### config.mk
export PLATFORM = sky130hd
export DESIGN_NAME = mgmt_cmd_regfile
export DESIGN_NICKNAME = d
export VERILOG_FILES = /design/src/rtl/mcr_pkg.sv /design/src/rtl/mcr_regbank.sv /design/src/rtl/mcr_cmd_decode.sv /design/src/rtl/mcr_status.sv /design/src/rtl/mgmt_cmd_regfile.sv
export SDC_FILE = /design/constraint.sdc
export NUM_CORES = 1
export LEC_CHECK = 0
export BUFFER_PORTS_ARGS = -buffer_cell sky130_fd_sc_hd__clkbuf_2
export CORE_MARGIN = 4
export CORE_UTILIZATION = 56
export DETAILED_ROUTE_END_ITERATION = 7
export PLACE_DENSITY = 0.83
export SKIP_CTS_REPAIR_TIMING = 1
export SLEW_MARGIN = 20
export SYNTH_ARGS = -nofsm -noshare
export SYNTH_HDL_FRONTEND = slang
export SYNTH_SLANG_ARGS = --single-unit
export TNS_END_PERCENT = 50
### constraint.sdc
create_clock -name clk -period 4.25 [get_ports clk]
set_input_delay 0.425 -clock clk [delete_from_list [all_inputs] [get_ports clk]]
set_output_delay 0.425 -clock clk [all_outputs]
set_load 0.01 [all_outputs]
### src/rtl/mcr_pkg.sv
package mcr_pkg;
  // Offsets whose position the external controller relies on
  localparam int unsigned OFS_CMD      = 0;
  localparam int unsigned OFS_MSG_BASE = 4;
  localparam int unsigned OFS_STRAP    = 8;

  // Command codes
  localparam logic [7:0] CMD_WAKE      = 8'd1;
  localparam logic [7:0] CMD_PWRDN     = 8'd2;
  localparam logic [7:0] CMD_HRST_WARM = 8'd3;
  localparam logic [7:0] CMD_HRST_COLD = 8'd4;
  localparam logic [7:0] CMD_MSG_OFF   = 8'd5;
  localparam logic [7:0] CMD_WDT       = 8'd6;

  // Reset-control equivalents driven with the hard reset pulses
  localparam logic [3:0] RSTC_WARM = 4'b0110;
  localparam logic [3:0] RSTC_COLD = 4'b1110;

  typedef struct packed {
    logic wdt;
    logic cold;
    logic warm;
    logic pwrdn;
    logic smi;
    logic wake;
  } pulse_t;
endpackage

### src/rtl/mcr_regbank.sv
module mcr_regbank
  import mcr_pkg::*;
#(
  parameter int ADDR_W  = 8,
  parameter int DATA_W  = 8,
  parameter int STRAP_W = 4,
  parameter int NUM_MSG = 2
) (
  input  logic              clk,
  input  logic              rst,
  input  logic              wr_en,
  input  logic [ADDR_W-1:0] wr_addr,
  input  logic [DATA_W-1:0] wr_data,
  input  logic [ADDR_W-1:0] rd_addr,
  output logic [DATA_W-1:0] rd_data
);
  localparam logic [ADDR_W-1:0] A_CMD   = ADDR_W'(OFS_CMD);
  localparam logic [ADDR_W-1:0] A_STRAP = ADDR_W'(OFS_STRAP);

  logic [DATA_W-1:0]  cmd_q;
  logic [STRAP_W-1:0] strap_q;
  logic [DATA_W-1:0]  msg_q [NUM_MSG];
  logic [DATA_W-1:0]  rd_next;

  always_ff @(posedge clk) begin
    if (rst) begin
      cmd_q   <= '0;
      strap_q <= '0;
    end else if (wr_en) begin
      if (wr_addr == A_CMD)   cmd_q   <= wr_data;
      if (wr_addr == A_STRAP) strap_q <= wr_data[STRAP_W-1:0];
    end
  end

  for (genvar i = 0; i < NUM_MSG; i++) begin : g_msg
    localparam logic [ADDR_W-1:0] A_MSG = ADDR_W'(OFS_MSG_BASE + i);
    always_ff @(posedge clk) begin
      if (rst)                              msg_q[i] <= '0;
      else if (wr_en && (wr_addr == A_MSG)) msg_q[i] <= wr_data;
    end
  end

  always_comb begin
    rd_next = '0;
    if (rd_addr == A_CMD)   rd_next = cmd_q;
    if (rd_addr == A_STRAP) rd_next = DATA_W'(strap_q);
    for (int i = 0; i < NUM_MSG; i++)
      if (rd_addr == ADDR_W'(OFS_MSG_BASE + i)) rd_next = msg_q[i];
  end

  always_ff @(posedge clk) begin
    if (rst) rd_data <= '0;
    else     rd_data <= rd_next;
  end
endmodule

### src/rtl/mcr_cmd_decode.sv
module mcr_cmd_decode
  import mcr_pkg::*;
#(
  parameter int DATA_W = 8
) (
  input  logic              clk,
  input  logic              rst,
  input  logic              cmd_wr,
  input  logic [DATA_W-1:0] cmd_val,
  input  logic              sys_awake,
  output pulse_t            pulses_q,
  output logic [3:0]        rstc_q,
  output logic              msg_off_q
);
  pulse_t     nxt;
  logic [3:0] rstc_n;
  logic       msg_n;
  logic [7:0] code;

  assign code = cmd_val[7:0];

  always_comb begin
    nxt    = '0;
    rstc_n = '0;
    msg_n  = 1'b0;
    if (cmd_wr && (DATA_W <= 8 || cmd_val[DATA_W-1:0] == DATA_W'(code))) begin
      unique case (code)
        CMD_WAKE: begin
          if (sys_awake) nxt.smi  = 1'b1;
          else           nxt.wake = 1'b1;
        end
        CMD_PWRDN:     nxt.pwrdn = 1'b1;
        CMD_HRST_WARM: begin nxt.warm = 1'b1; rstc_n = RSTC_WARM; end
        CMD_HRST_COLD: begin nxt.cold = 1'b1; rstc_n = RSTC_COLD; end
        CMD_MSG_OFF:   msg_n = 1'b1;
        CMD_WDT:       nxt.wdt = 1'b1;
        default:       ;
      endcase
    end
  end

  always_ff @(posedge clk) begin
    if (rst) begin
      pulses_q  <= '0;
      rstc_q    <= '0;
      msg_off_q <= 1'b0;
    end else begin
      pulses_q  <= nxt;
      rstc_q    <= rstc_n;
      msg_off_q <= msg_n;
    end
  end
endmodule

### src/rtl/mcr_status.sv
module mcr_status (
  input  logic       clk,
  input  logic       rst,
  input  logic       rsm_rst,
  input  logic       set_wake,
  input  logic       set_pwr,
  input  logic       set_msg,
  input  logic [1:0] sts_clr,
  output logic       wake_sts,
  output logic       pwr_sts,
  output logic       msg_dis
);
  logic rsm_q;
  logic rsm_release;

  always_ff @(posedge clk) begin
    if (rst) begin
      wake_sts <= 1'b0;
      pwr_sts  <= 1'b0;
    end else begin
      wake_sts <= set_wake | (wake_sts & ~sts_clr[0]);
      pwr_sts  <= set_pwr  | (pwr_sts  & ~sts_clr[1]);
    end
  end

  // Resume-well domain: untouched by rst, cleared on release of rsm_rst
  always_ff @(posedge clk) rsm_q <= rsm_rst;
  assign rsm_release = rsm_q & ~rsm_rst;

  always_ff @(posedge clk) begin
    if (rsm_release) msg_dis <= 1'b0;
    else if (set_msg) msg_dis <= 1'b1;
  end
endmodule

### src/rtl/mgmt_cmd_regfile.sv
module mgmt_cmd_regfile
  import mcr_pkg::*;
#(
  parameter int ADDR_W  = 8,
  parameter int DATA_W  = 8,
  parameter int STRAP_W = 4,
  parameter int NUM_MSG = 2
) (
  input  logic              clk,
  input  logic              rst,
  input  logic              wr_en,
  input  logic [ADDR_W-1:0] wr_addr,
  input  logic [DATA_W-1:0] wr_data,
  input  logic [ADDR_W-1:0] rd_addr,
  output logic [DATA_W-1:0] rd_data,
  input  logic              sys_awake,
  input  logic              rsm_rst,
  input  logic [1:0]        sts_clr,
  output logic              wake_o,
  output logic              smi_o,
  output logic              pwrdn_o,
  output logic              hrst_warm_o,
  output logic              hrst_cold_o,
  output logic [3:0]        rstc_o,
  output logic              wdt_reload_o,
  output logic              wake_sts_o,
  output logic              pwrbtn_sts_o,
  output logic              msg_dis_o
);
  pulse_t pulses;
  logic   msg_off;
  logic   cmd_wr;

  assign cmd_wr = wr_en && (wr_addr == ADDR_W'(OFS_CMD));

  mcr_regbank #(
    .ADDR_W(ADDR_W), .DATA_W(DATA_W), .STRAP_W(STRAP_W), .NUM_MSG(NUM_MSG)
  ) u_bank (
    .clk(clk), .rst(rst), .wr_en(wr_en), .wr_addr(wr_addr),
    .wr_data(wr_data), .rd_addr(rd_addr), .rd_data(rd_data)
  );

  mcr_cmd_decode #(.DATA_W(DATA_W)) u_dec (
    .clk(clk), .rst(rst), .cmd_wr(cmd_wr), .cmd_val(wr_data),
    .sys_awake(sys_awake), .pulses_q(pulses), .rstc_q(rstc_o),
    .msg_off_q(msg_off)
  );

  mcr_status u_sts (
    .clk(clk), .rst(rst), .rsm_rst(rsm_rst),
    .set_wake(pulses.wake | pulses.smi), .set_pwr(pulses.pwrdn),
    .set_msg(msg_off), .sts_clr(sts_clr),
    .wake_sts(wake_sts_o), .pwr_sts(pwrbtn_sts_o), .msg_dis(msg_dis_o)
  );

  assign wake_o       = pulses.wake;
  assign smi_o        = pulses.smi;
  assign pwrdn_o      = pulses.pwrdn;
  assign hrst_warm_o  = pulses.warm;
  assign hrst_cold_o  = pulses.cold;
  assign wdt_reload_o = pulses.wdt;
endmodule

# ---- After elaboration in Yosys (flattened, before gate mapping)
# Memory sizes are Yosys's and may differ from the RTL's.
# Index checks and enable logic that the tools add are counted.
dict set report word_totals {
  reg_bits 35
  ramBits 16
  inputBits 31
  output_inout_bits 21
  elab_cells 72
  mem_count 1
}
# name depth width rd rd_clocked_by_memory_dff wr line_no
set mem_list {}
lappend mem_list {u_bank.msg_q 2 8 2 0 2 mcr_regbank.sv:22} ;# logic [DATA_W-1:0] msg_q [NUM_MSG];
dict set report classes {
  eq_ne 12
  n_mux 22
  bitwise_logic 13
  reduce_logical 9
}
# operator count
set op_table {}
lappend op_table {{8-bit by 3-bit == test with 1-bit output, second input constant} 7}
lappend op_table {{8-bit two-way mux} 6}
lappend op_table {{8-bit by 2-bit == test with 1-bit output, second input constant} 2}
lappend op_table {{8-bit by 4-bit == test with 1-bit output, second input constant} 2}
lappend op_table {{8-bit logical NOT} 2}
lappend op_table {{1-bit two-way mux} 15}
lappend op_table {{8-bit by 1-bit == test with 1-bit output, second input constant} 1}
lappend op_table {{4-bit case mux with 2 select lines} 1}
lappend op_table {{1-bit NOT} 5}
lappend op_table {{1-bit OR} 5}
lappend op_table {{2-bit AND reduction} 2}
lappend op_table {{1-bit bitwise AND} 3}
lappend op_table {{1-bit logical AND} 3}
lappend op_table {{3-bit OR reduction} 1}
lappend op_table {{2-bit OR reduction} 1}

# ---- Logic depth before layout (Yosys ltp)
# Gate-level depths: netlist of the first run.
dict set report logic_depth {
  word_depth 6
  ltp_mapped 4
  mapped_depth_nobuf 3
}

# ---- Modules after synthesis
# A second synthesis of the first run with hierarchy kept.
dict set report hier_totals {
  cells_unflattened 186
  area_unflattened_um2 2077.0
}
# mod n_inst cells_each area_per_inst_um2 seq_area_each_um2
set by_module_without_submodules {}
lappend by_module_without_submodules {mcr_regbank 1 138 1561.5 880.8}
lappend by_module_without_submodules {mcr_cmd_decode 1 31 357.8 160.2}
lappend by_module_without_submodules {mcr_status 1 13 122.6 80.1}
lappend by_module_without_submodules {mgmt_cmd_regfile 1 4 35.0 0.0}

# ---- Worst setup path before layout of the first run
# Ideal clock, no wire load.
dict set report synth_timing {
  path_type {in2reg}
  start {input port wr_addr[1]}
  end {memory u_bank.msg_q[0][0], enable pin}
  setup_ns 0.375
  arrival_ns 1.466
  t_required_ns 3.875
  setup_slack_ns 2.409
  path_stages 3
  path_buffers 0
  path_cell_list {nor4_1 nand2_1 o21bai_1}
}
# item line_no
set synth_lines {}
lappend synth_lines {{from (decl)} mgmt_cmd_regfile.sv:12} ;# input logic [ADDR_W-1:0] wr_addr,
lappend synth_lines {{to (decl)} mcr_regbank.sv:22}

==> out/metrics.cfg, run 1 <==
[status]
outcome = finished clean

[cts]
path_clk_slew_ps = 80
htree_levels = 2
clkLatencyLatePin_ps = 290
clk_path_buf_depth = 2
cts_tree = done
cts_buffers = 5
cts.sinks = 48
clockRootBuffer = clkbuf_8

[placement]
place_congestion = 0.741
io_buffers = 50
dp_hpwl_mm = 3.17
dp_cells = 274

[synthesis]
syn_area_per_cell_um2 = 11.2
synth_ff_type = dfxtp_1
syn-num-nets = 218
ys_seq_elements = 48
synth_area_um2 = 2100
synth_warnings = 0
synthArstFlopShare_pct = 0
synth_edf_count = 16
syn_inst = 187
synth.distinct_cells = 34
seq_area_frac_synth_pct = 53.4

[sta]
drv_slew = 0
fin_worst_skew_ps = 2.61
finalCritPeriodShare_pct = 44.5
grt_setup_unrepaired = false
worst_pin_slew_ps = 704
hold_viol = 0
fmax_ghz = 0.529
slew_headroom_pct = 53.0
setup-tns-final_ps = 0
min_period_ps = 1890
finalSetupViolCount = 0

[worst_setup_path]
timing.rr.end = u_bank.rd_data[0]$_SDFF_PP0_
crit_start = wr_addr[1]
path_max_fanout = 8
cp.required_ps = 4180
critPathMaxStageDelay_ps = 610
r2r_slack_ps = 3180
slowest_stage = o21bai_1
critPathArrivalTime_ps = 1820
worstSetupPathType = in -> reg
crit_chain = clkbuf_2, nor4_1, nand2_1, o21bai_1
cp-endpoint = u_bank.msg_q[0][5]$_SDFFCE_PN0P_
rr_startpoint = u_bank.msg_q[0][0]$_SDFFCE_PN0P_
end_kind = flop
cp-start-kind = input port
ff2ff_path_depth = 3

[routing]
vias = 1522
viasPerCell = 5.40
drc = 0
drtIter0Drc = 139
wl_per_cell_um = 14.9
dr.pass1.iters = 4
wl_mm = 4.20
ant_nets = 0

[floorplanning]
rows = 21
die_h_um = 69.2
initial_utilization_pct = 60.5
core_um2 = 3470
io_pins = 52
fp.dieW_um = 69.2
die_area_um2 = 4790

[cells_and_area]
num-nets-final = 266
layout_commonest_cell = clkbuf_2
final_cell_mix = clkbuf_2, dfxtp_1, nand2b_1
fin_cells = 282
n_antenna_cell = 0
syn_to_final_growth_pct = 17.3
drive_above_1_share_pct = 31.8

[global_route]
grt_max_degree = 32
overflow = 0
grt_antenna_before_repair = 0
grtUsageTotal_pct = 18.6
grt_pass1_wl_mm = 7.18
grt_pass1_vias = 1496

[hold_path]
min_path_type = in -> reg

[power]
internal_power_w = 0.000656
power_density_nw_per_um2 = 340
clkPwrFrac_pct = 34.9
p_leak_nw = 0.947
p_sw_share_pct = 21.6
power.switching_w = 0.000181
vdd_drop_max_uv = 207
seqPwrFrac_pct = 58.0
comb_power_share_pct = 7.1

[job]
maxCapViolCount = 0

==> sequential cells by signal, summed over array words and instances, names as in the netlist, 4 cells and up <==
signal          cells
u_bank.strap_q      4
u_bank.msg_q       16
u_bank.rd_data      8
u_dec.pulses_q      6
u_bank.cmd_q        8
==> power groups by stage <==
| stage | registers (W) | logic, W | clock network [W] |
|---|---|---|---|
| CTS | 0.000485 | 0.0000593 | 0.000294 |
| finish | 0.000485 | 0.0000595 | 0.000292 |
| global placement | 0.000495 | 0.0000579 | 0 |
| floorplan | 0.000494 | 0.0000330 | 0 |
| global route | 0.000486 | 0.0000663 | 0.000315 |
| detailed placement | 0.000495 | 0.0000590 | 0 |
==> cells in the mapped netlist, types with 5 or more instances <==
master    number  area [um^2]
dfxtp_1       32          641
nand2b_1      23          144
edfxtp_1      16          480
and2_1        12         75.1
mux2i_1       12          120
nor2_1        11         41.3
a21oi_1        7         35.0
nand2_1        7         26.3
clkbuf_1       6         22.5
mux2_2         5         56.3
nand3b_1       5         37.5
nor4_1         5         31.3
==> how the worst min path moves through the flow <==
| stage | from | end | slack (ps) | cells after the start |
|---|---|---|---|---|
| detailed placement | u_sts.rsm_q$_DFF_P_ | u_sts.msg_dis$_SDFFE_PP0P_ | 410 | 1 |
| finish | rsm_rst | u_sts.rsm_q$_DFF_P_ | 250 | 1 |
| CTS | rsm_rst | u_sts.rsm_q$_DFF_P_ | 240 | 1 |
| global placement | u_sts.rsm_q$_DFF_P_ | u_sts.msg_dis$_SDFFE_PP0P_ | 390 | 1 |
| floorplan | u_sts.rsm_q$_DFF_P_ | u_sts.msg_dis$_SDFFE_PP0P_ | 380 | 1 |
| global route | rsm_rst | u_sts.rsm_q$_DFF_P_ | 240 | 1 |
==> metrics by stage <==
| step | hold WS (ps) | cell area [um^2] | setup slack, ps | util (%) | power, W |
|---|---|---|---|---|---|
| finish | 246 | 2460 | 2360 | 71.0 | 0.000837 |
| global route | 241 | 2460 | 2160 | 71.0 | 0.000867 |
| CTS | 244 | 2460 | 2390 | 71.0 | 0.000838 |
| detailed placement | 407 | 2360 | 2070 | 68.1 | 0.000554 |
| global placement | 389 | 2360 | 2120 | 68.1 | 0.000553 |
| floorplan | 383 | 2100 | 2410 | - | 0.000527 |
==> routing by layer <==
metal	up-vias	global-route usage [%]	part of all wire, %
met5	-	0	0
met4	0	6.29	1.5
met3	7	4.20	6.6
met2	54	28.7	46
met1	694	25.8	46
li1	767	-	-
==> area by class of cell <==
class,count,area [um^2]
inverter,4,15.0
fill,287,1010
multi-input combinational,126,918
tap,46,57.6
timing repair buffer,50,250
sequential,48,1120
clock buffer,8,100
==> cell families (layout without fill, tap and decap cells) <==
group / count (synthesis) / after routing / synth area share (%)
other: 1 / 1 / 0.179
AO/OA/AOI/OAI: 21 / 21 / 6.91
buffers and inverters: 13 / 62 / 2.86
flip-flops: 48 / 48 / 53.4
AND/OR/NAND/NOR: 87 / 87 / 28.2
multiplexers: 17 / 17 / 8.40
==> critical path: cells and delay by family <==
family / cells / cell delay (ps)
AO/OA/AOI/OAI: 1 / 610
AND/OR/NAND/NOR: 2 / 690
buffers and inverters: 1 / 90
Note: power is estimated with default switching activity, not from simulation.
==> run 2: changes to the inputs <==
Settings changed: ABC_AREA set to 1, CORE_UTILIZATION 56 to 47, PLACE_DENSITY 0.83 to 0.75.
Clock period 4.25 ns to 1.6 ns, I/O delays scaled along.
==> run 2 against run 1 <==
Effect of this change:
- global-route usage shrank 2.4 points
- synthesized area grew 0.60%
- sequential power grew to 2.7 times the previous value
- power grew to 2.8 times the previous value
- synthesized cell count grew 36%
- register-to-register slack lost 2400 ps
- first-iteration DRC count grew 5.8%
- utilization shrank 13 points
- sequential share of layout area shrank 1.0 points
- via count grew 14%
- largest power group unchanged
==> out/metrics.cfg, run 2 <==
[worst_setup_path]
worstSetupPathType = in -> reg
path_max_fanout = 9  ; +1
timing.rr.end = u_bank.rd_data[1]$_SDFF_PP0_
rr_startpoint = u_bank.cmd_q[1]$_SDFFE_PP0N_
ff2ff_path_depth = 5  ; +2
cp-start-kind = input port
critPathArrivalTime_ps = 1110  ; -710 ps
r2r_slack_ps = 740  ; -2440 ps
end_kind = flop
cp.required_ps = 1570  ; -2610 ps

[status]
outcome = finished clean

[hold_path]
holdCritStartpoint = sys_awake
holdPathEnd = u_dec.pulses_q[0]$_SDFF_PP0_
min_path_type = in -> reg
min_path_cells = 2  ; +1

[floorplanning]
fp.dieW_um = 75.0  ; +8.4%
rows = 24  ; +14%
die_area_um2 = 5630  ; +17%
core_um2 = 4350  ; +26%
io_pins = 52  ; unchanged
die_h_um = 75.0  ; +8.4%
initial_utilization_pct = 48.5  ; -12 points

[cells_and_area]
num-nets-final = 337  ; +27%
multi_input_area_um2 = 826  ; -10%
n_antenna_cell = 0  ; unchanged
register_area_um2 = 1120  ; unchanged
largestRegisters = u_bank.msg_q (16), u_bank.cmd_q (8), u_bank.rd_data (8)
drive_above_1_share_pct = 25.4  ; -6.4 points
syn_to_final_growth_pct = 19.3
largest_register = u_bank.msg_q
num-fill-cells = 401  ; +40%
layout_commonest_cell = nor2_1
largest_reg_flops = 16  ; unchanged
final_cell_mix = nor2_1, clkbuf_2, nand2_1

[power]
clkPwrFrac_pct = 39.9  ; +5.0 points
comb_power_share_pct = 6.0  ; -1.1 points
seqPwrFrac_pct = 54.0  ; -4.0 points
power_density_nw_per_um2 = 945  ; +180%
internal_power_w = 0.00188  ; +190%
vdd_drop_max_uv = 595  ; +190%
power.switching_w = 0.000503  ; +180%
p_leak_nw = 1.22  ; +29%
p_sw_share_pct = 21.1  ; -0.54 points

[sta]
grt_setup_unrepaired = false
finalSetupViolCount = 0  ; unchanged
setup_slack_ps = 468  ; -1890 ps
drv_slew = 0  ; unchanged
fin_worst_skew_ps = 5.44  ; +2.83 ps
setup-tns-final_ps = 0  ; unchanged
hold_viol = 0  ; unchanged
fmax_ghz = 0.883
finalCritPeriodShare_pct = 70.8
min_period_ps = 1130

[global_route]
overflow = 0  ; unchanged
grt_antenna_before_repair = 0  ; unchanged
grt_max_degree = 15  ; -53%
grt_pass1_vias = 1537  ; +2.7%
grtUsageTotal_pct = 16.2  ; -2.4 points
grt_pass1_wl_mm = 6.90  ; -3.9%

[routing]
vias = 1738  ; +14%
ant_nets = 0  ; unchanged
drc = 0  ; unchanged
viasPerCell = 4.84  ; -10%
wl_mm = 4.21  ; about the same
drtIter0Drc = 147  ; +5.8%
dr.pass1.iters = 5  ; +1
wl_per_cell_um = 11.7  ; -21%

[job]
maxCapViolCount = 0  ; unchanged

[cts]
cts_buffers = 5  ; unchanged
htree_levels = 2  ; unchanged
clkLatencyLatePin_ps = 300  ; about the same
cts.sinks = 48  ; unchanged
cts_tree = done
path_clk_slew_ps = 90  ; about the same
clk_path_buf_depth = 2  ; unchanged
clockRootBuffer = clkbuf_8

[synthesis]
syn-num-nets = 286  ; +31%
synthArstFlopShare_pct = 0  ; unchanged
synth.top_cell.area_share_pct = 30.3  ; -0.18 points
synth_top_family_by_area = simple AND/OR/NAND/NOR gates
syn_inst = 255  ; +36%
synthAdderAreaFrac_pct = 0  ; unchanged
synth_most_common_cell = nor2_1
yosysTopAreaCell = dfxtp_1
synth_compound_area_share_pct = 6.16  ; -0.75 points
synthMuxAreaShare_pct = 0  ; -8.4 points
synth_commonest_cells = nor2_1, nand2_1, dfxtp_1, inv_1, nand3_1
synth_warnings = 0  ; unchanged
seq_area_frac_synth_pct = 53.1  ; -0.32 points
syn_area_per_cell_um2 = 8.28  ; -26%
synth_xor_area_share_pct = 0  ; unchanged
synth.distinct_cells = 26  ; -24%
ys_top_cells_by_area = dfxtp_1, edfxtp_1, nor2_1
synth_simple_gate_area_share_pct = 32.8  ; +4.5 points
synth_ff_type = dfxtp_1
synth_edf_count = 16  ; unchanged
synth_area_um2 = 2110  ; +0.60%
ys_seq_elements = 48  ; unchanged

[placement]
place_ws_ps = 154  ; -1920 ps
place_congestion = 0.823  ; +11%
io_buffers = 50  ; unchanged
dp_hpwl_mm = 3.19  ; +0.72%

## run 2: routing by layer
layer | routed length, um | GRT usage [%] | part of all wire [%]
met4 | 23 | 4.55 | 0.55
met2 | 1890 | 25.1 | 45
met3 | 385 | 4.81 | 9.1
met5 | 0 | 0 | 0
met1 | 1910 | 22.1 | 45
## run 2: power groups by stage
stage	registers (W)	clock network, W	logic, W
3_3_place_gp	0.00132	0	0.000140
2_1_floorplan	0.00131	0	0.0000816
4_1_cts	0.00129	0.000955	0.000142
3_5_place_dp	0.00132	0	0.000141
5_1_grt	0.00129	0.00102	0.000162
6_report	0.00129	0.000951	0.000144
## run 2: worst max path at each step
stage	cells after the start	end	from
final	7	u_bank.msg_q[0][6]$_SDFFCE_PN0P_	wr_en
after global routing	7	u_bank.msg_q[0][1]$_SDFFCE_PN0P_	wr_en
after CTS	7	u_bank.msg_q[0][6]$_SDFFCE_PN0P_	wr_en
after detailed placement	7	u_bank.msg_q[0][6]$_SDFFCE_PN0P_	wr_en
after global placement	7	u_bank.msg_q[0][7]$_SDFFCE_PN0P_	wr_en
after floorplan	6	u_bank.msg_q[0][0]$_SDFFCE_PN0P_	wr_addr[3]
## run 2: cell families (layout without fill, tap and decap cells)
logic type,after synthesis,after routing
buffers and inverters,37,89
other,1,1
flip-flops,48,48
AO/OA/AOI/OAI,23,23
AND/OR/NAND/NOR,146,146
## run 2: per-stage QoR
| step | hold slack (ps) | total power (W) | cells | util, % | area, um^2 |
|---|---|---|---|---|---|
| floorplan | 188 | 0.00139 | 255 | - | 2110 |
| global placement | 278 | 0.00145 | 350 | 54.7 | 2380 |
| global route | 41.5 | 0.00247 | 359 | 57.9 | 2520 |
| detailed placement | 279 | 0.00146 | 350 | 54.7 | 2380 |
| finish | 36.5 | 0.00238 | 359 | 57.9 | 2520 |
| CTS | -32.1 | 0.00238 | 358 | 57.6 | 2510 |
## run 2: cell type report
| type | count | area share [%] |
|---|---|---|
| clock inverter | 1 | 1.19 |
| tap | 52 | 2.58 |
| sequential | 48 | 44.5 |
| clock buffer | 7 | 3.82 |
| multi-input combinational | 170 | 32.8 |
| timing repair buffer | 53 | 10.9 |
| inverter | 28 | 4.22 |
## run 2: worst max-delay path: stages
cell and delay [ps]:
clkbuf_2 170, inv_1 90, nor2_4 130, nand2_1 100, nor2_4 130, nand2_1 80
nand2_1 250
==> run 3: changes to the inputs <==
Settings changed: CORE_UTILIZATION 47 to 52, PLACE_DENSITY 0.75 to 0.78.
Clock period 1.6 ns to 1.1 ns, I/O delays scaled along.
==> run 3 against run 2 <==
Effect of this change:
- clock-buffer cell count shrank 2
- non-clock buffer count grew 13
- critical path depth shrank 6
- combinational power grew 79%
- sequential share of layout area shrank 1.7 points
- register-to-register slack lost 510 ps
- power grew 33%
- sequential cell count is the same
- die area shrank 8.6%
- utilization grew 11 points
- critical endpoint is now smi_o
- largest cell class unchanged
- highest routed layer unchanged
==> out/metrics.cfg, run 3 (same netlist as run 2, synthesis figures left out) <==
[global_route]
grt_pass1_vias = 1705  ; +11%
grt_antenna_before_repair = 0  ; unchanged
grt_pass1_wl_mm = 7.60  ; +10%
overflow = 0  ; unchanged
grtUsageTotal_pct = 18.7  ; +2.5 points
grt_max_degree = 17  ; +2

[sta]
fmax_ghz = 1.11
hold_ws_ps = 46.2  ; +9.72 ps
setup_slack_ps = 201  ; -267 ps
min_period_ps = 899
finalCritPeriodShare_pct = 81.7
fin_worst_skew_ps = 6.39  ; +0.949 ps
grt_setup_unrepaired = false
hold_viol = 0  ; unchanged
finalSetupViolCount = 0  ; unchanged
drv_slew = 0  ; unchanged

[worst_setup_path]
end_kind = output pin
crit_chain = clkbuf_2
path_delay_family = flip-flops
slowest_stage = dfxtp_1
cp-start-kind = flop
cp.required_ps = 990  ; -580 ps
path_max_fanout = 2  ; -7
rr_startpoint = u_bank.cmd_q[2]$_SDFFE_PP0N_
worstSetupPathType = reg -> out
critPathMaxStageDelay_ps = 350  ; +100 ps
critPathArrivalTime_ps = 790  ; -320 ps
critPathBufInv = 1  ; -1
crit_start = u_dec.pulses_q[1]$_SDFF_PP0_

[cells_and_area]
largest_reg_flops = 16  ; unchanged
layout_commonest_cell = nor2_1
largestRegisters = u_bank.msg_q (16), u_bank.cmd_q (8), u_bank.rd_data (8)
drive_above_1_share_pct = 30.0  ; +4.6 points
num-fill-cells = 331  ; -17%
final_cell_mix = nor2_1, clkbuf_2, dfxtp_1
num-nets-final = 350  ; +3.9%
syn_to_final_growth_pct = 23.9
fin_cells = 368  ; +2.5%
largest_register = u_bank.msg_q
n_antenna_cell = 0  ; unchanged

[power]
power_density_nw_per_um2 = 1210  ; +28%
p_sw_share_pct = 23.8  ; +2.7 points
power.switching_w = 0.000753  ; +50%
p_leak_nw = 1.28  ; +4.2%
clkPwrFrac_pct = 32.9  ; -7.0 points
seqPwrFrac_pct = 59.0  ; +5.0 points
vdd_drop_max_uv = 835  ; +40%
internal_power_w = 0.00242  ; +29%
comb_power_share_pct = 8.1  ; +2.1 points
p_total_w = 0.00317  ; +33%

[hold_path]
min_path_type = in -> reg
holdCritStartpoint = sts_clr[0]

[floorplanning]
rows = 22  ; -8.3%
die_h_um = 71.7  ; -4.4%
core_um2 = 3800  ; -13%
fp.dieW_um = 71.7  ; -4.4%
initial_utilization_pct = 55.6  ; +7.1 points
io_pins = 52  ; unchanged
die_area_um2 = 5150  ; -8.6%

[routing]
wl_per_cell_um = 11.8  ; +0.73%
dr.pass1.iters = 5  ; unchanged
vias = 1794  ; +3.2%
drc = 0  ; unchanged
ant_nets = 0  ; unchanged
wl_mm = 4.35  ; +3.3%
viasPerCell = 4.88  ; +0.70%
drtIter0Drc = 103  ; -30%

[cts]
cts_buffers = 5  ; unchanged
clockRootBuffer = clkbuf_8
cts.sinks = 48  ; unchanged
path_clk_slew_ps = 90  ; about the same
cts_tree = done
clkLatencyLatePin_ps = 300  ; about the same
clk_path_buf_depth = 2  ; unchanged
htree_levels = 2  ; unchanged

[placement]
place_congestion = 0.800  ; -2.8%
io_buffers = 50  ; unchanged
dp_hpwl_mm = 3.40  ; +6.5%
dp_cells = 358  ; +2.3%
place_ws_ps = -41.8  ; -196 ps

[status]
outcome = finished clean

[job]
maxCapViolCount = 0  ; unchanged

-- run 3: cell types whose count changed in the layout (fill, tap and decap cells not counted), moves of 2 or more --
| cell | delta |
|---|---|
| buf_4 | +11 |
| nand2_1 | -5 |
| nand2_2 | +3 |
| clkbuf_8 | -2 |
| inv_4 | +2 |
| nand2_4 | +2 |
-- run 3: per-stage QoR --
step / setup TNS [ps] / area [um^2] / util [%]
after floorplan: -12.7 / 2150 / -
after global placement: -72.1 / 2510 / 66.0
after detailed placement: -520 / 2510 / 66.0
after CTS: 0 / 2600 / 68.4
after global routing: 0 / 2620 / 68.9
final: 0 / 2620 / 68.9
-- run 3: worst paths after layout --
path | to | slack (ps) | depth (start not counted)
min | u_sts.wake_sts$_SDFF_PP0_ | 50 | 4
max reg2reg | u_bank.rd_data[2]$_SDFF_PP0_ | 230 | 5
max | smi_o | 200 | 1
min reg2reg | u_sts.msg_dis$_SDFFE_PP0P_ | 400 | 1
-- run 3: final cells by class --
type	count	area, um^2	share of cell area [%]
Clock buffer	5	68.8	2.63
Multi-Input combinational cell	170	848	32.4
Sequential cell	48	1120	42.8
Timing Repair Buffer	66	388	14.8
Tap cell	48	60.1	2.29
Inverter	28	109	4.16
Clock inverter	3	22.5	0.860
-- run 3: power groups by stage --
stage	sequential, W	combinational (W)	clock (W)
global route	0.00187	0.000291	0.00115
CTS	0.00187	0.000253	0.00107
global placement	0.00191	0.000247	0
floorplan	0.00191	0.000131	0
detailed placement	0.00191	0.000251	0
finish	0.00187	0.000258	0.00104
-- run 3: per-layer routing --
metal | vias up | global-route usage (%) | wire (um)
met4 | 0 | 5.64 | 59
met3 | 6 | 6.03 | 334
met2 | 52 | 30.7 | 2020
li1 | 944 | - | -
met5 | - | 0 | 0
met1 | 792 | 23.6 | 1930
